<file path="src/rtl/motion_overlay_pkg.sv">
package motion_overlay_pkg;

   localparam int PIX_W = 16;

   typedef logic [PIX_W-1:0] pix565_t;

   typedef struct packed {
      logic [7:0] r;
      logic [7:0] g;
      logic [7:0] b;
   } rgb888_t;

   // Widen each field by repeating its most significant bits.
   function automatic rgb888_t widen565(input pix565_t p);
      rgb888_t o;
      o.r = {p[15:11], p[15:13]};
      o.g = {p[10:5],  p[10:9]};
      o.b = {p[4:0],   p[4:2]};
      return o;
   endfunction

endpackage

</file>
<file path="src/rtl/mo_grey.sv">
module mo_grey
   import motion_overlay_pkg::*;
#(
   parameter int GREY_W = 8
) (
   input  pix565_t            pix,
   output logic [GREY_W-1:0]  grey
);
   localparam int SUM_W = GREY_W + 3;

   if (GREY_W != 8) begin : g_bad_width
      $error("mo_grey: GREY_W must be 8");
   end

   rgb888_t            wide;
   logic [SUM_W-1:0]   wsum;

   always_comb begin
      wide = widen565(pix);
      wsum = SUM_W'(wide.r) * SUM_W'(2)
           + SUM_W'(wide.g) * SUM_W'(5)
           + SUM_W'(wide.b);
      grey = wsum[SUM_W-1:3];
   end
endmodule

</file>
<file path="src/rtl/mo_thresh_cmp.sv">
module mo_thresh_cmp #(
   parameter int GREY_W = 8
) (
   input  logic [GREY_W-1:0] grey_a,
   input  logic [GREY_W-1:0] grey_b,
   input  logic [GREY_W-1:0] limit,
   output logic              moved
);
   logic [GREY_W-1:0] delta;

   always_comb begin
      delta = (grey_a >= grey_b) ? (grey_a - grey_b) : (grey_b - grey_a);
      moved = (delta > limit);
   end
endmodule

</file>
<file path="src/rtl/mo_expand.sv">
module mo_expand
   import motion_overlay_pkg::*;
(
   input  pix565_t pix,
   output rgb888_t rgb
);
   always_comb rgb = widen565(pix);
endmodule

</file>
<file path="src/rtl/motion_overlay.sv">
module motion_overlay
   import motion_overlay_pkg::*;
#(
   parameter int          CNT_W    = 10,
   parameter int          H_ACTIVE = 640,
   parameter int          V_ACTIVE = 480,
   parameter int          GREY_W   = 8,
   parameter logic [15:0] MARK_PIX = 16'hF100
) (
   input  logic              clk,
   input  logic              rst_n,
   input  logic              mode,
   input  logic [GREY_W-1:0] thresh,
   input  logic [15:0]       cur_pix,
   input  logic [15:0]       bg_pix,
   input  logic [15:0]       prev_pix,
   input  logic [CNT_W-1:0]  hcount,
   input  logic [CNT_W-1:0]  vcount,
   input  logic              active,
   output logic [7:0]        red_o,
   output logic [7:0]        green_o,
   output logic [7:0]        blue_o
);
   localparam logic [CNT_W-1:0] H_LIM  = CNT_W'(H_ACTIVE);
   localparam logic [CNT_W-1:0] V_LIM  = CNT_W'(V_ACTIVE);
   localparam logic [CNT_W-1:0] H_HALF = CNT_W'(H_ACTIVE / 2);
   localparam int               NSRC   = 2;

   if (H_ACTIVE >= (1 << CNT_W) || V_ACTIVE >= (1 << CNT_W)) begin : g_bad_cnt
      $error("motion_overlay: CNT_W too narrow for the display size");
   end
   if (H_ACTIVE < 2) begin : g_bad_h
      $error("motion_overlay: H_ACTIVE too small");
   end

   // ---------------- stage 0: selection and grey conversion ----------------
   pix565_t           ref_sel;
   logic              show_in;
   logic              right_in;
   pix565_t           src   [NSRC];
   logic [GREY_W-1:0] grey_c[NSRC];

   always_comb begin
      ref_sel  = mode ? prev_pix : bg_pix;
      show_in  = active && (hcount < H_LIM) && (vcount < V_LIM);
      right_in = (hcount >= H_HALF);
      src[0]   = cur_pix;
      src[1]   = ref_sel;
   end

   for (genvar k = 0; k < NSRC; k++) begin : g_grey
      mo_grey #(.GREY_W(GREY_W)) u_grey (
         .pix  (src[k]),
         .grey (grey_c[k])
      );
   end

   // ---------------- stage 1 registers ----------------
   logic [GREY_W-1:0] grey_cur_q, grey_ref_q, thresh_q;
   pix565_t           cur_q;
   logic              show_q, right_q;

   always_ff @(posedge clk) begin
      if (!rst_n) begin
         grey_cur_q <= '0;
         grey_ref_q <= '0;
         thresh_q   <= '0;
         cur_q      <= '0;
         show_q     <= 1'b0;
         right_q    <= 1'b0;
      end else begin
         grey_cur_q <= grey_c[0];
         grey_ref_q <= grey_c[1];
         thresh_q   <= thresh;
         cur_q      <= cur_pix;
         show_q     <= show_in;
         right_q    <= right_in;
      end
   end

   // ---------------- stage 1: compare, overlay, widen ----------------
   logic    moved;
   pix565_t shown;
   rgb888_t wide;

   mo_thresh_cmp #(.GREY_W(GREY_W)) u_cmp (
      .grey_a (grey_cur_q),
      .grey_b (grey_ref_q),
      .limit  (thresh_q),
      .moved  (moved)
   );

   always_comb begin
      if (right_q) shown = moved ? 16'hFFFF : 16'h0000;
      else         shown = moved ? MARK_PIX : cur_q;
   end

   mo_expand u_exp (
      .pix (shown),
      .rgb (wide)
   );

   // ---------------- stage 2 registers ----------------
   always_ff @(posedge clk) begin
      if (!rst_n) begin
         red_o   <= '0;
         green_o <= '0;
         blue_o  <= '0;
      end else if (show_q) begin
         red_o   <= wide.r;
         green_o <= wide.g;
         blue_o  <= wide.b;
      end else begin
         red_o   <= '0;
         green_o <= '0;
         blue_o  <= '0;
      end
   end

   // ---------------- assertions ----------------

   blank_zero_chk: assert property (@(posedge clk) disable iff (!rst_n)
      ($past(rst_n) && $past(rst_n, 2) && !$past(show_in, 2))
      |-> ({red_o, green_o, blue_o} == 24'h0));


   right_bw_chk: assert property (@(posedge clk) disable iff (!rst_n)
      ($past(rst_n) && $past(rst_n, 2) && $past(show_in, 2) && $past(right_in, 2))
      |-> ({red_o, green_o, blue_o} == 24'hFFFFFF || {red_o, green_o, blue_o} == 24'h0));


   left_match_chk: assert property (@(posedge clk) disable iff (!rst_n)
      ($past(rst_n) && $past(rst_n, 2) && $past(show_in, 2) && !$past(right_in, 2)
       && ($past(cur_pix, 2) == $past(ref_sel, 2)))
      |-> ({red_o, green_o, blue_o} == 24'(widen565($past(cur_pix, 2)))));


   left_red_chk: assert property (@(posedge clk) disable iff (!rst_n)
      ($past(rst_n) && $past(rst_n, 2) && $past(show_in, 2) && !$past(right_in, 2)
       && ({red_o, green_o, blue_o} != 24'(widen565($past(cur_pix, 2)))))
      |-> ({red_o, green_o, blue_o} == 24'(widen565(MARK_PIX))));

endmodule

</file>
<file path="config.mk">
export PLATFORM = sky130hd
export DESIGN_NAME = motion_overlay
export DESIGN_NICKNAME = d
export VERILOG_FILES = /design/src/rtl/motion_overlay_pkg.sv /design/src/rtl/mo_grey.sv /design/src/rtl/mo_thresh_cmp.sv /design/src/rtl/mo_expand.sv /design/src/rtl/motion_overlay.sv
export SDC_FILE = /design/constraint.sdc
export NUM_CORES = 1
export LEC_CHECK = 0
export BUFFER_PORTS_ARGS = -buffer_cell sky130_fd_sc_hd__clkbuf_2
export CORE_MARGIN = 4
export CORE_UTILIZATION = 48
export DETAILED_ROUTE_END_ITERATION = 10
export PLACE_DENSITY_LB_ADDON = 0.1
export SYNTH_ARGS = -nofsm -noshare
export SYNTH_HDL_FRONTEND = slang
export SYNTH_HIERARCHICAL = 1
export SYNTH_SLANG_ARGS = --single-unit
</file>
<file path="constraint.sdc">
create_clock -name clk -period 4.8 [get_ports clk]
set_input_delay 0 -clock clk [delete_from_list [all_inputs] [get_ports clk]]
set_output_delay 0 -clock clk [all_outputs]
set_load 0.05 [all_outputs]
</file>
==> impl_metrics.json <==
{
  "run_status": "finished, final reports clean",
  "design_area_mm2": 0.00569,
  "std_cell_rows": 36,
  "utilization_pct": 58.2,
  "hpwl_mm": 7.17,
  "holdBufCountCts": 29,
  "synth_top_area_cell": "sky130_fd_sc_hd__dfxtp_1",
  "netlist_area_mm2": 0.00483,
  "worst_hold_path_type": "in2reg",
  "critical_path.endpoint_type": "flip-flop",
  "antennaDiodeCount": 0,
  "r2r-start": "grey_cur_q[0]",
  "max-cap-violations": 0,
  "drt-pass1-iter-count": 4,
  "synthArstFlopShare_pct": 0,
  "placement.io_buffers": 92,
  "layout_setup_ws_ps": 529,
  "pleak_nw": 3.02,
  "min_from": "bg_pix[10]",
  "critPathMaxStageDelay_ps": 470,
  "placement.setup.worst_slack_ps": 503,
  "synth.ff_latch_count": 66,
  "slowest_stage": "sky130_fd_sc_hd__a211oi_4",
  "clk_latency_ps": 340,
  "synth_enable_flop_cells": 0,
  "timing.final.hold_violations": 0,
  "net_count_after_synthesis": 660,
  "clkSinkCount": 66,
  "timing.critical_path.from": "grey_cur_q[0]",
  "antenna_found_initial": 0,
  "worst_slew_pin_slew_ps": 912,
  "drc_errors": 0,
  "drt_wl_total_mm": 8.97,
  "worstPathCellList": "inv_1, ha_1, inv_1, fa_1, nand3_1, a311oi_1, a211oi_4, mux2i_1, xnor2_1, ha_1, a21o_1, a221o_1, a221oi_1, a31oi_1, and2_1, a21o_1, and3_1",
  "globalRoute.totalOverflow": 0,
  "timing.slew.headroom_pct": 39.2,
  "clock.fmax_mhz": 234,
  "critical_path_required_ps": 5040,
  "grt_pass1_vias": 3390,
  "clk_root_buffer_cell": "sky130_fd_sc_hd__clkbuf_8",
  "maximum_number_of_pins_on_one_net_before_global_route_repair": 67,
  "yosys_most_used_dff": "sky130_fd_sc_hd__dfxtp_1",
  "cp_top_delay_family": "compound AO/OA/AOI/OAI gates",
  "crit_fanout": 11,
  "critical_path_class": "reg2reg",
  "core_region_area_mm2": 0.00977,
  "die_width_um": 108,
  "critical_path_arrival_ps": 4510,
  "power_density_mw_per_mm2": 617,
  "yosys_warnings": 6,
  "critical_path_buf_inv_count": 2,
  "cts_resized": 0,
  "share_of_cells_above_drive_strength_1_pct": 22.8,
  "postCtsSetupBuffers": 0,
  "yosys.cell_types.count": 49,
  "final.setup.tns_ps": 0,
  "cts_buffers": 9,
  "viasPerCell": 4.71,
  "finalPower_w": 0.00352,
  "antenna_violating_nets_post_route": 0,
  "ir_worst_vdd_mv": 0.289,
  "initial_utilization_pct": 49.4,
  "placed_cell_area_mm2": 0.00517,
  "groute.usage.overall_pct": 16.1,
  "routabilityCongestion": 0.830,
  "wl_per_cell_um": 12.4,
  "grt_pass1_wl_mm": 15.1,
  "critical_path.startpoint_type": "flip-flop",
  "post-synth-top-area-fraction_pct": 27.4,
  "grt_setup_unrepaired": "false",
  "die_h_um": 108,
  "synth_seq_area_share_pct": 27.4,
  "area_growth_pct": 17.9,
  "finalMaxSlewViolations": 0,
  "synth.avg_cell_area_um2": 9.79,
  "clkSlewWorstSetupHoldPaths_ps": 80,
  "min_period_ps": 4270,
  "cts_buffer_depth": 2,
  "die_area_mm2": 0.0117,
  "ctsHtreeMaxLevel": 3,
  "layout.filler_cells": 888,
  "final-setup-viol-count": 0,
  "drt_iter0_drc": 119,
  "detailroute.via_count": 3414,
  "pin_count": 104,
  "period_utilisation_layout_pct": 89.0,
  "skew_ps": 10.5,
  "layout.nets": 754,
  "post_synthesis_cells": 493,
  "synth_area_leaders": "sky130_fd_sc_hd__dfxtp_1 27%, sky130_fd_sc_hd__ha_1 15%, sky130_fd_sc_hd__fa_1 12%",
  "tritoncts": "yes"
}
per-layer routing:
layer	wire length (um)	share of wire, %	vias up	track usage, %
met2	4060	45	92	26.1
met1	4290	48	1541	21.5
li1	-	-	1772	-
met5	0	0	-	0
met4	94	1.0	0	5.86
met3	519	5.8	9	2.93
flip-flops by register name, summed over array words and instances, names as in the netlist:
| name | cells |
|---|---|
| right_q | 1 |
| thresh_q | 8 |
| grey_cur_q | 8 |
| grey_ref_q | 8 |
| cur_q | 16 |
| blue_o | 8 |
| show_q | 1 |
| green_o | 8 |
| red_o | 8 |
synth_stat cells (2+ instances only):
| cell type | n |
|---|---|
| sky130_fd_sc_hd__a211oi_1 | 2 |
| sky130_fd_sc_hd__a21o_1 | 21 |
| sky130_fd_sc_hd__a21oi_1 | 17 |
| sky130_fd_sc_hd__a221oi_1 | 2 |
| sky130_fd_sc_hd__a31oi_1 | 3 |
| sky130_fd_sc_hd__and2_1 | 43 |
| sky130_fd_sc_hd__and3_1 | 26 |
| sky130_fd_sc_hd__and4_1 | 2 |
| sky130_fd_sc_hd__buf_2 | 2 |
| sky130_fd_sc_hd__buf_4 | 25 |
| sky130_fd_sc_hd__buf_6 | 3 |
| sky130_fd_sc_hd__clkbuf_1 | 4 |
| sky130_fd_sc_hd__clkbuf_2 | 4 |
| sky130_fd_sc_hd__dfxtp_1 | 66 |
| sky130_fd_sc_hd__fa_1 | 28 |
| sky130_fd_sc_hd__ha_1 | 59 |
| sky130_fd_sc_hd__inv_1 | 78 |
| sky130_fd_sc_hd__mux2_2 | 6 |
| sky130_fd_sc_hd__mux2_4 | 10 |
| sky130_fd_sc_hd__mux2i_1 | 6 |
| sky130_fd_sc_hd__nand2_1 | 11 |
| sky130_fd_sc_hd__nand2b_1 | 2 |
| sky130_fd_sc_hd__nand3_1 | 5 |
| sky130_fd_sc_hd__nand4_1 | 2 |
| sky130_fd_sc_hd__nor2_1 | 7 |
| sky130_fd_sc_hd__nor2b_1 | 2 |
| sky130_fd_sc_hd__nor3_1 | 2 |
| sky130_fd_sc_hd__o211ai_1 | 2 |
| sky130_fd_sc_hd__o21a_1 | 10 |
| sky130_fd_sc_hd__o21ai_0 | 3 |
| sky130_fd_sc_hd__o21ai_2 | 2 |
| sky130_fd_sc_hd__o31ai_1 | 2 |
| sky130_fd_sc_hd__or2_2 | 2 |
| sky130_fd_sc_hd__xnor2_1 | 15 |
| sky130_fd_sc_hd__xor2_1 | 5 |
per-stage QoR:
| stage | instances | hold slack, ps |
|---|---|---|
| floorplan | 493 | 124 |
| global placement | 680 | 212 |
| detailed placement | 680 | 209 |
| CTS | 725 | 301 |
| global route | 725 | 371 |
| finish | 725 | 320 |
power breakdown:
group          switching (W)  internal [W]
clock network       0.000210      0.000307
logic                0.00123       0.00109
registers          0.0000401      0.000634
total                0.00148       0.00203
layout make-up:
type / count / area (um2) / share of cell area (%)
clock inverter: 6 / 90.1 / 1.58
sequential: 66 / 1320 / 23.2
timing repair buffer: 122 / 758 / 13.3
tap: 133 / 166 / 2.92
multi-input combinational: 310 / 2930 / 51.4
clock buffer: 10 / 138 / 2.42
inverter: 78 / 293 / 5.14
placed cells by master, fill, tap and decap left out, types with 7 or more instances in the layout:
cell type,n
sky130_fd_sc_hd__a21oi_1,17
sky130_fd_sc_hd__xnor2_1,15
sky130_fd_sc_hd__and2_1,43
sky130_fd_sc_hd__clkbuf_2,92
sky130_fd_sc_hd__inv_1,78
sky130_fd_sc_hd__o21a_1,10
sky130_fd_sc_hd__clkbuf_8,10
sky130_fd_sc_hd__mux2_4,10
sky130_fd_sc_hd__nor2_1,7
sky130_fd_sc_hd__nand2_1,11
sky130_fd_sc_hd__dlygate4sd3_1,29
sky130_fd_sc_hd__a21o_1,21
sky130_fd_sc_hd__ha_1,59
sky130_fd_sc_hd__and3_1,26
sky130_fd_sc_hd__fa_1,28
sky130_fd_sc_hd__dfxtp_1,66
cells by family (layout without fill, tap and decap cells):
group	Yosys count	after routing	share of synthesized area [%]
AOI/OAI and AO/OA	71	71	10.8
DFF	66	66	27.4
buffers and inverters	117	216	12.0
and+or+nand+nor	109	109	13.3
xor gates and xnor gates	20	20	3.63
adders and majority gates	87	87	26.9
muxes	23	23	5.99
path summary, 6_finish.rpt:
path / slack (ps) / endpoint / cells after the start
setup / recovery: 530 / green_o[6] / 17
hold / removal: 320 / grey_ref_q[7] / 5
setup reg to reg: 530 / green_o[6] / 17
hold reg to reg: 580 / red_o[4] / 2
worst min-delay path: stages:
cell	delay, ps
sky130_fd_sc_hd__clkbuf_2	70
sky130_fd_sc_hd__mux2_4	170
sky130_fd_sc_hd__ha_1	160
sky130_fd_sc_hd__xor2_1	60
sky130_fd_sc_hd__and2_1	140
No activity file was read; power rests on OpenSTA's default activity.
